$ cat config.mk
export PLATFORM = sky130hd
export DESIGN_NAME = eth_led_driver
export DESIGN_NICKNAME = d
export VERILOG_FILES = /design/src/rtl/eth_led_pkg.sv /design/src/rtl/eth_led_toggle.sv /design/src/rtl/eth_led_blink.sv /design/src/rtl/eth_led_stretch.sv /design/src/rtl/eth_led_lane.sv /design/src/rtl/eth_led_driver.sv
export SDC_FILE = /design/constraint.sdc
export NUM_CORES = 1
export LEC_CHECK = 0
export ABC_AREA = 1
export BUFFER_PORTS_ARGS = -buffer_cell sky130_fd_sc_hd__buf_2
export CAP_MARGIN = 20
export CORE_ASPECT_RATIO = 1.5
export CORE_MARGIN = 2
export CORE_UTILIZATION = 30
export DETAILED_ROUTE_END_ITERATION = 8
export PLACE_DENSITY_LB_ADDON = 0.2
export SETUP_SLACK_MARGIN = 0.5
export SLEW_MARGIN = 15
export SYNTH_ARGS = -nofsm -noshare
export SYNTH_HDL_FRONTEND = slang
export SYNTH_HIERARCHICAL = 1
export SYNTH_SLANG_ARGS = --single-unit
$ cat constraint.sdc
create_clock -name clk -period 2.6 [get_ports clk]
set_input_delay 0.65 -clock clk [delete_from_list [all_inputs] [get_ports clk]]
set_output_delay 0.65 -clock clk [all_outputs]
set_load 0.005 [all_outputs]
$ cat src/rtl/eth_led_pkg.sv
package eth_led_pkg;

    typedef enum logic [3:0] {
        LM_RSV0       = 4'h0,
        LM_TX         = 4'h1,
        LM_RX         = 4'h2,
        LM_COL        = 4'h3,
        LM_LINK       = 4'h4,
        LM_DUPLEX     = 4'h5,
        LM_RSV6       = 4'h6,
        LM_TXRX       = 4'h7,
        LM_ON         = 4'h8,
        LM_OFF        = 4'h9,
        LM_BLINK_FAST = 4'hA,
        LM_BLINK_SLOW = 4'hB,
        LM_LINK_RX    = 4'hC,
        LM_LINK_TXRX  = 4'hD,
        LM_DUP_COL    = 4'hE,
        LM_RSV15      = 4'hF
    } led_mode_e;

    typedef enum logic [1:0] {
        SS_NORM = 2'b00,
        SS_MED  = 2'b01,
        SS_LONG = 2'b10,
        SS_RSV  = 2'b11
    } stretch_sel_e;

    typedef enum logic [1:0] {
        SP_NONE     = 2'd0,
        SP_OPTIONAL = 2'd1,
        SP_ALWAYS   = 2'd2
    } stretch_policy_e;

    typedef struct packed {
        logic tx;
        logic rx;
        logic col;
    } led_evt_t;

    typedef struct packed {
        logic link;
        logic full_dup;
    } led_status_t;

    localparam logic [15:0] LED_CFG_RESET = 16'h3422;
    localparam int NUM_LAMPS = 2;

    function automatic stretch_policy_e mode_policy(led_mode_e m);
        case (m)
            LM_TX, LM_RX, LM_COL, LM_TXRX:          return SP_OPTIONAL;
            LM_LINK_RX, LM_LINK_TXRX, LM_DUP_COL:   return SP_ALWAYS;
            default:                                return SP_NONE;
        endcase
    endfunction

    function automatic logic mode_event(led_mode_e m, led_evt_t e);
        case (m)
            LM_TX:                  return e.tx;
            LM_RX, LM_LINK_RX:      return e.rx;
            LM_COL, LM_DUP_COL:     return e.col;
            LM_TXRX, LM_LINK_TXRX:  return e.tx | e.rx;
            default:                return 1'b0;
        endcase
    endfunction

    function automatic logic mode_reserved(led_mode_e m);
        return (m == LM_RSV0) || (m == LM_RSV6) || (m == LM_RSV15);
    endfunction

endpackage

$ cat src/rtl/eth_led_toggle.sv
module eth_led_toggle #(
    parameter int HALF = 4
) (
    input  logic clk,
    input  logic rst,
    output logic phase_o
);
    localparam int W = (HALF > 1) ? $clog2(HALF + 1) : 1;
    localparam logic [W-1:0] LAST = W'(HALF - 1);

    logic [W-1:0] cnt_q;
    logic         ph_q;

    always_ff @(posedge clk) begin
        if (rst) begin
            cnt_q <= '0;
            ph_q  <= 1'b0;
        end else if (cnt_q == LAST) begin
            cnt_q <= '0;
            ph_q  <= ~ph_q;
        end else begin
            cnt_q <= cnt_q + 1'b1;
        end
    end

    assign phase_o = ph_q;

    a_r9_phase_steady: assert property (@(posedge clk) disable iff (rst)
        (cnt_q != LAST) |=> $stable(ph_q))
        else $error("R9 blink phase moved before half period elapsed");

    a_r9_count_bound: assert property (@(posedge clk) disable iff (rst)
        cnt_q <= LAST)
        else $error("R9 blink prescaler out of range");
endmodule

$ cat src/rtl/eth_led_blink.sv
module eth_led_blink #(
    parameter int FAST_HALF = 4,
    parameter int SLOW_HALF = 10
) (
    input  logic clk,
    input  logic rst,
    output logic fast_o,
    output logic slow_o
);
    eth_led_toggle #(.HALF(FAST_HALF)) u_fast (
        .clk(clk), .rst(rst), .phase_o(fast_o)
    );
    eth_led_toggle #(.HALF(SLOW_HALF)) u_slow (
        .clk(clk), .rst(rst), .phase_o(slow_o)
    );
endmodule

$ cat src/rtl/eth_led_stretch.sv
module eth_led_stretch
    import eth_led_pkg::*;
#(
    parameter int DUR_NORM = 5,
    parameter int DUR_MED  = 9,
    parameter int DUR_LONG = 13
) (
    input  logic         clk,
    input  logic         rst,
    input  logic         trig_i,
    input  logic         use_i,
    input  stretch_sel_e sel_i,
    output logic         active_o
);
    localparam int MAX_NM = (DUR_NORM > DUR_MED) ? DUR_NORM : DUR_MED;
    localparam int MAXD   = (MAX_NM > DUR_LONG) ? MAX_NM : DUR_LONG;
    localparam int W      = $clog2(MAXD + 1);

    logic [W-1:0] cnt_q;
    logic [W-1:0] dur;

    always_comb begin
        case (sel_i)
            SS_MED:  dur = W'(DUR_MED);
            SS_LONG: dur = W'(DUR_LONG);
            default: dur = W'(DUR_NORM);
        endcase
    end

    always_ff @(posedge clk) begin
        if (rst)
            cnt_q <= '0;
        else if (!use_i)
            cnt_q <= '0;
        else if (trig_i)
            cnt_q <= dur - 1'b1;
        else if (cnt_q != '0)
            cnt_q <= cnt_q - 1'b1;
    end

    assign active_o = trig_i | (cnt_q != '0);

    a_r5_hold_running: assert property (@(posedge clk) disable iff (rst)
        (use_i && !trig_i && cnt_q > W'(1) && $stable(use_i)) |=> active_o)
        else $error("R5 stretch ended early");

    a_r6_count_bound: assert property (@(posedge clk) disable iff (rst)
        cnt_q < W'(MAXD))
        else $error("R6 stretch counter beyond longest duration");
endmodule

$ cat src/rtl/eth_led_lane.sv
module eth_led_lane
    import eth_led_pkg::*;
#(
    parameter int DUR_NORM = 5,
    parameter int DUR_MED  = 9,
    parameter int DUR_LONG = 13
) (
    input  logic         clk,
    input  logic         rst,
    input  led_mode_e    mode_i,
    input  stretch_sel_e sel_i,
    input  logic         en_i,
    input  led_evt_t     evt_i,
    input  led_status_t  stat_i,
    input  logic         fast_i,
    input  logic         slow_i,
    output logic         led_o
);
    stretch_policy_e policy;
    logic            trig;
    logic            use_st;
    logic            act;
    logic            led_d;
    logic            led_q;

    assign policy = mode_policy(mode_i);
    assign trig   = mode_event(mode_i, evt_i);
    assign use_st = (policy == SP_ALWAYS) || ((policy == SP_OPTIONAL) && en_i);

    eth_led_stretch #(
        .DUR_NORM(DUR_NORM), .DUR_MED(DUR_MED), .DUR_LONG(DUR_LONG)
    ) u_stretch (
        .clk(clk), .rst(rst), .trig_i(trig), .use_i(use_st),
        .sel_i(sel_i), .active_o(act)
    );

    always_comb begin
        case (mode_i)
            LM_TX, LM_RX, LM_COL, LM_TXRX: led_d = act;
            LM_LINK:                       led_d = stat_i.link;
            LM_DUPLEX:                     led_d = stat_i.full_dup;
            LM_ON:                         led_d = 1'b1;
            LM_OFF:                        led_d = 1'b0;
            LM_BLINK_FAST:                 led_d = fast_i;
            LM_BLINK_SLOW:                 led_d = slow_i;
            LM_LINK_RX, LM_LINK_TXRX:      led_d = stat_i.link & ~act;
            LM_DUP_COL:                    led_d = stat_i.full_dup ^ act;
            default:                       led_d = 1'b0;
        endcase
    end

    always_ff @(posedge clk) begin
        if (rst) led_q <= 1'b0;
        else     led_q <= led_d;
    end

    assign led_o = led_q;

    a_r3_reserved_dark: assert property (@(posedge clk) disable iff (rst)
        mode_reserved(mode_i) |=> !led_o)
        else $error("R3 reserved mode lit the lamp");

    a_r2_fixed_on: assert property (@(posedge clk) disable iff (rst)
        (mode_i == LM_ON) |=> led_o)
        else $error("R2 on mode dark");

    a_r2_fixed_off: assert property (@(posedge clk) disable iff (rst)
        (mode_i == LM_OFF) |=> !led_o)
        else $error("R2 off mode lit");

    a_r2_link_follow: assert property (@(posedge clk) disable iff (rst)
        (mode_i == LM_LINK) |=> (led_o == $past(stat_i.link)))
        else $error("R2 link mode does not follow link");

    a_r4_event_lights: assert property (@(posedge clk) disable iff (rst)
        (policy == SP_OPTIONAL && trig) |=> led_o)
        else $error("R4 activity event did not light lamp");

    a_r7_link_down_dark: assert property (@(posedge clk) disable iff (rst)
        ((mode_i == LM_LINK_RX || mode_i == LM_LINK_TXRX) && !stat_i.link) |=> !led_o)
        else $error("R7 combined mode lit with link down");
endmodule

$ cat src/rtl/eth_led_driver.sv
module eth_led_driver
    import eth_led_pkg::*;
#(
    parameter int STRETCH_NORM    = 4_000_000,
    parameter int STRETCH_MED     = 7_000_000,
    parameter int STRETCH_LONG    = 14_000_000,
    parameter int BLINK_FAST_HALF = 2_500_000,
    parameter int BLINK_SLOW_HALF = 10_000_000
) (
    input  logic        clk,
    input  logic        rst,
    input  logic [15:0] cfg_word,
    input  logic        tx_evt,
    input  logic        rx_evt,
    input  logic        col_evt,
    input  logic        link_up,
    input  logic        full_dup,
    output logic        led_a,
    output logic        led_b
);
    led_mode_e    modes [NUM_LAMPS];
    stretch_sel_e sel;
    logic         en;
    led_evt_t     evt;
    led_status_t  stat;
    logic         fast_ph;
    logic         slow_ph;
    logic [NUM_LAMPS-1:0] led_vec;
    logic         unused_cfg_bits;

    assign modes[0] = led_mode_e'(cfg_word[11:8]);
    assign modes[1] = led_mode_e'(cfg_word[7:4]);
    assign sel      = stretch_sel_e'(cfg_word[3:2]);
    assign en       = cfg_word[1];
    assign unused_cfg_bits = ^{cfg_word[15:12], cfg_word[0]};

    assign evt  = '{tx: tx_evt, rx: rx_evt, col: col_evt};
    assign stat = '{link: link_up, full_dup: full_dup};

    eth_led_blink #(
        .FAST_HALF(BLINK_FAST_HALF), .SLOW_HALF(BLINK_SLOW_HALF)
    ) u_blink (
        .clk(clk), .rst(rst), .fast_o(fast_ph), .slow_o(slow_ph)
    );

    for (genvar i = 0; i < NUM_LAMPS; i++) begin : g_lane
        eth_led_lane #(
            .DUR_NORM(STRETCH_NORM), .DUR_MED(STRETCH_MED), .DUR_LONG(STRETCH_LONG)
        ) u_lane (
            .clk(clk), .rst(rst), .mode_i(modes[i]), .sel_i(sel), .en_i(en),
            .evt_i(evt), .stat_i(stat), .fast_i(fast_ph), .slow_i(slow_ph),
            .led_o(led_vec[i])
        );
    end

    assign led_a = led_vec[0];
    assign led_b = led_vec[1];

    a_r9_blink_in_phase: assert property (@(posedge clk) disable iff (rst)
        ((cfg_word[11:8] == cfg_word[7:4]) &&
         (cfg_word[11:8] == LM_BLINK_FAST || cfg_word[11:8] == LM_BLINK_SLOW)) |=> (led_a == led_b))
        else $error("R9 blinking lamps out of phase");
endmodule

### Word level (Yosys, flattened, before mapping)

Cells that the tools add are included.

* memories kept: 0
* output and inout port bits: 2
* input bits: 23
* memory bits (read-only): 0
* word-level logic and storage cells: 93
* register bits: 98
* bits in latches: 0
* RAM bits: 0

* magnitude comparators: 0
* muxes and demuxes: 11
* multiply operators: 0
* divide/modulo/power cells: 0
* shift operators: 0
* bitwise gates (word level): 13
* reductions and logical operators: 24
* $add $sub $neg: 5
* equal/unequal tests: 32

Operators by type and width (number)
* $mux 24: 4
* $sub 24x1->24 const B: 3
* $eq 4x4->1 const B: 12
* $pmux 24 s2: 1
* $reduce_bool 24->1: 2
* $add 24x1->24 const B: 1
* $eq 24x24->1 const B: 1
* $eq 4x3->1 const B: 6
* $reduce_or 2->1: 12
* $add 22x1->22 const B: 1
* $eq 22x22->1 const B: 1
* $eq 4x2->1 const B: 4
* $pmux 1 s8: 2
* $eq 4x1->1 const B: 2
* $pmux 1 s4: 2
* $pmux 2 s2: 2
* $reduce_or 4->1: 2
* $eq 2x1->1 const B: 3
* $eq 2x2->1 const B: 3
* $not 1->1: 6
* $reduce_or 3->1: 2
* $reduce_bool 2->1: 2
* $or 1x1->1: 3
* $and 1x1->1: 2
* 3 further kinds: 6

### Logic depth before layout (Yosys ltp)

* depth in word-level cells: 8
* depth in mapped cells: 20
* mapped depth without buffers: 19

### Cells and area by module

Netlist, hierarchy kept.

By module, submodules not included
* eth_led_stretch: cells each 269, seq. area each 480.5 µm², times used 2, area each 1669.1 µm²
* eth_led_toggle at u_blink.u_slow: cells each 196, seq. area each 500.5 µm², times used 1, area each 1307.5 µm²
* eth_led_toggle at u_blink.u_fast: cells each 191, seq. area each 460.4 µm², times used 1, area each 1248.7 µm²
* eth_led_lane: cells each 54, seq. area each 20.0 µm², times used 2, area each 251.5 µm²

### Worst setup path after synthesis

Ideal clock, no wire load.

* kind: input port to flip-flop
* from: input cfg_word[9]
* to: register g_lane[0].u_lane.led_q
* cell stages on the path: 17
* data arrival time: 2403 ps
* library setup time: 111 ps
* path buffers: 2
* slack: 85 ps
* data required time: 2489 ps
* cell sequence: buf_6 -> nand2_1 -> nor2_1 -> o21ai_1 -> nand4_1 -> inv_2 -> nand2_1 -> nor2_1 -> nand3_1 -> nor2_2 -> inv_1 -> buf_2 -> xor2_1 -> nand2_1 -> nand3_1 -> nor2_1 -> nor2_1

* word-level cells in the longest chain between the ends: 7
* elaborated cells on any way between the ends: 23
* those cells by class: eq/ne (12); mux (2); bitwise (4); reduce/logical (5)

RTL lines
* start: declaration: RTL line eth_led_driver.sv:12 `input logic [15:0] cfg_word,`
* $eq 4x3->1 (tied with other cells): RTL line eth_led_pkg.sv:58 `case (m)`
* $reduce_or 2->1: RTL line eth_led_pkg.sv:58
* $pmux 1 s4 *: RTL line eth_led_pkg.sv:58
* via g_lane[0].u_lane.trig: RTL line eth_led_lane.sv:20 `logic trig;`
* $or 1x1->1 *: RTL line eth_led_stretch.sv:41 `assign active_o = trig_i | (cnt_q != '0);`
* via g_lane[0].u_lane.act: RTL line eth_led_lane.sv:22 `logic act;`
* $not 1->1: RTL line eth_led_lane.sv:46 `LM_LINK_RX, LM_LINK_TXRX: led_d = stat_i.link & ~act;`
* $and 1x1->1: RTL line eth_led_lane.sv:46
* $pmux 1 s8 *: RTL line eth_led_lane.sv:38 `case (mode_i)`
* end signal: assignment: RTL line eth_led_lane.sv:54 `else led_q <= led_d;`
* end: declaration: RTL line eth_led_lane.sv:24 `logic led_q;`

Mark *: on every way through the listed nets, which the timed path passes. The rest lies on a longest branch.
A chain may end at the register's enable or synchronous reset.

### Worst setup path in the final report

* from: input cfg_word[11]
* to: register g_lane[0].u_lane.u_stretch.cnt_q[22]

* elaborated cells on any way between the ends: 22
* those cells by class: eq/ne (9); mux (3); bitwise (1); reduce/logical (9)

RTL lines
* $eq 4x3->1 (tied with other cells): RTL line eth_led_pkg.sv:58
* $reduce_or 2->1: RTL line eth_led_pkg.sv:58
* $pmux 1 s4 *: RTL line eth_led_pkg.sv:58
* via g_lane[0].u_lane.trig: RTL line eth_led_lane.sv:20
* $mux 24 or $reduce_bool 2->1 (tied branches)
* end signal: assignment: RTL line eth_led_stretch.sv:36 `cnt_q <= dur - 1'b1;`
* end signal: assignment: RTL line eth_led_stretch.sv:38 `cnt_q <= cnt_q - 1'b1;`
* end: declaration: RTL line eth_led_stretch.sv:19 `logic [W-1:0] cnt_q;`

Marked as above.

==> metrics.txt <==
P_sw=2.65 mW; Peak VDD IR=0.000348 V; Seq cells post-synth=98; Crit. Startpoint=cfg_word[11]; setup_tns=0 ns; number of global-route vias before repair=6,372; max_cap viols=0; Avg WL per Cell=13.0 um; Design Area, Final=9370 um2; drt total wl=19,100 um; Layout area overhead=46.5%; Sink Count=98; Worst Slack Setup Final=0.381 ns; sw frac=39.5%; Power Density=715 nW/um2; clock latency on the worst-skew pair=0.37 ns; clock root buffer=clkbuf_16; Seq pwr share=25.2%; Yosys cell types=31; sequential standard cell area=1960 um2; Mapped Area=6400 um2; YS warnings=6; Port-buffer cells=19; die width=123 um; syn avg cell area=6.19 um2; cell-internal power=4.05 mW; Routed Antenna Nets=0; pre-CTS setup slack=-0.0702 ns; CP Launch Type=input pin; drt first pass iters=4; number of DRC markers in iteration 0=255; Worst Path Max Fanout=6; CP Capture Type=register; Hold Crit Start=u_blink/u_slow/cnt_q[0]; Num CTS Buffers=9; fmax=451 MHz; Slew Viols, Final=0; GRT Util Overall=16.8%; CP Data Required Time=2.90 ns; register area share after synthesis=30.7%; Slew @ Worst Pin=0.601 ns; HP Class=register to register; Crit Path Class=input pin to register; Clock Skews=0.0110 ns; Vias=6,689; final count of hold timing violations=0; dpl hpwl=13,400 um; die extent in y=183 um; Max Buffers Root-to-Sink=2; area taken by multi-input logic gates=4700 um2; initial antenna violation count=0; outcome=complete, no violations; Core Area=21,000 um2; RR Startpoint=g_lane[0].u_lane/u_stretch/cnt_q[7]; # setup viols final=0; Die Area=22,500 um2; CTS tree=yes; worst hold margin=0.448 ns; largest net degree at the start of global routing=22; total congestion overflow=0; DRC viols=0; Clk pin slew, worst setup/hold paths=0.07 ns; part of the power in combinational logic=52.6%; period utilization=85.3%; average vias per placed instance=4.58; Syn Inst Count=1,033; fill count=2,140; RSZ-0062 raised after global routing=yes; worst rel slew slack=59.9%; DP Area=7570 um2; Initial Util=30.5%; cts hold-fix bufs=0; synthesized net count=1,068; routability cong.=0.860; I/O pin count=25; clock share of power=22.2%; share of cells above drive strength 1=34.4%; Leakage Power=4.17 nW; Layout Nets=1,222; min cycle time layout=2.22 ns; H-tree levels=3; Arr. time, crit path=2.52 ns; row cnt=65; global-route wire length before repair=29,800 um
==> through the flow <==
stage / power [mW] / util [%] / std cells
2_1_floorplan: 3.37 / - / 1033
3_3_place_gp: 4.10 / 36.1 / 1391
3_5_place_dp: 4.10 / 36.1 / 1391
4_1_cts: 6.03 / 40.4 / 1434
5_1_grt: 7.10 / 44.6 / 1460
6_report: 6.70 / 44.7 / 1461
==> power by group through the flow <==
stage	logic [mW]	clock network, mW	registers, mW
after global placement	2.39	0	1.71
after CTS	2.82	1.53	1.68
final	3.52	1.49	1.69
after detailed placement	2.39	0	1.71
after global routing	3.81	1.59	1.70
after floorplan	1.68	0	1.70
==> layer usage <==
| metal | wire, um | global-route usage (%) |
|---|---|---|
| met1 | 7950 | 19.2 |
| met2 | 10100 | 30.3 |
| met3 | 484 | 1.90 |
| met4 | 551 | 8.59 |
| met5 | 0 | 0 |
==> worst paths after layout <==
path	endpoint	slack [ns]	depth (start not counted)
setup / recovery	g_lane[0].u_lane/u_stretch/cnt_q[22]	0.38	17
hold / removal	u_blink/u_slow/cnt_q[0]	0.45	1
setup reg to reg	g_lane[0].u_lane/led_o	0.84	10
hold reg to reg	u_blink/u_slow/cnt_q[0]	0.45	1
==> worst max-delay path: stages <==
cell	delay [ns]
buf_12	0.12
inv_2	0.07
nand2_4	0.06
o22ai_2	0.14
nand2_1	0.06
nand4_1	0.13
buf_6	0.15
buf_12	0.15
nor2_4	0.05
inv_2	0.07
ha_4	0.14
nand3_4	0.14
nor2_4	0.24
nand3_2	0.10
nand2_1	0.07
nand3_1	0.08
nor2_1	0.09
==> synthesized netlist by cell type, drive strengths merged <==
library cell / n / area [um2]
nor3: 6 / 30.0
clkinv: 2 / 7.51
o21bai: 4 / 30.0
inv: 123 / 462
clkbuf: 2 / 7.51
nor2: 250 / 1060
or2: 2 / 12.5
buf: 14 / 138
nand2b: 2 / 12.5
o21ai: 17 / 85.1
xor2: 24 / 210
nand4: 18 / 113
a21oi: 28 / 148
nand2: 315 / 1280
xnor2: 18 / 158
ha: 12 / 150
nand3: 89 / 465
a21boi: 2 / 15.0
dfxtp: 98 / 1960
o22ai: 2 / 12.5
and2: 5 / 31.3
==> placed cells by master (no fill, tap or decap), drive strengths merged <==
master and n:
nor2 250, and2 5, clkinvlp 2, o21bai 4
bufinv 2, or2 2, diode 1, o21ai 17
clkinv 6, nor3 6, clkbuf 13, xnor2 18
nand2b 2, ha 12, nand4 18, xor2 24
a21oi 28, dfxtp 98, nand3 89, o22ai 2
inv 122, a21boi 2, buf 155, nand2 315
==> flip-flops by register name, indices dropped and copies added (netlist names) <==
signal	cells
u_blink/u_slow/cnt_q	24
u_blink/u_fast/phase_o	1
g_lane.u_lane/led_o	2
u_blink/u_slow/phase_o	1
g_lane.u_lane/u_stretch/cnt_q	48
u_blink/u_fast/cnt_q	22
==> layout make-up <==
type / instances / area share [%]
Sequential cell: 98 / 20.9
Timing Repair Buffer: 159 / 16.4
Antenna cell: 1 / 0.0267
Multi-Input combinational cell: 794 / 50.2
Inverter: 125 / 5.44
Clock inverter: 7 / 1.00
Clock buffer: 9 / 2.40
Tap cell: 268 / 3.58
==> kinds of logic (layout without fill, tap and decap cells) <==
family	after synthesis	after routing	share of synthesized area, %
AOI/OAI and AO/OA	53	53	4.54
and+or+nand+nor	687	687	47.1
other	0	1	0
adders and majority gates	12	12	2.35
buffers and inverters	141	300	9.60
DFF	98	98	30.7
xor gates and xnor gates	42	42	5.75
==> what timing repair did <==
item | in CTS | in global routing
pin swaps | 46 | 87
setup endpoints to repair | 34 | 48
buffers inserted | 25 | 22
cloned | 2 | 4
gates resized for setup | 102 | 162
Note: power is estimated with default switching activity, not from simulation.
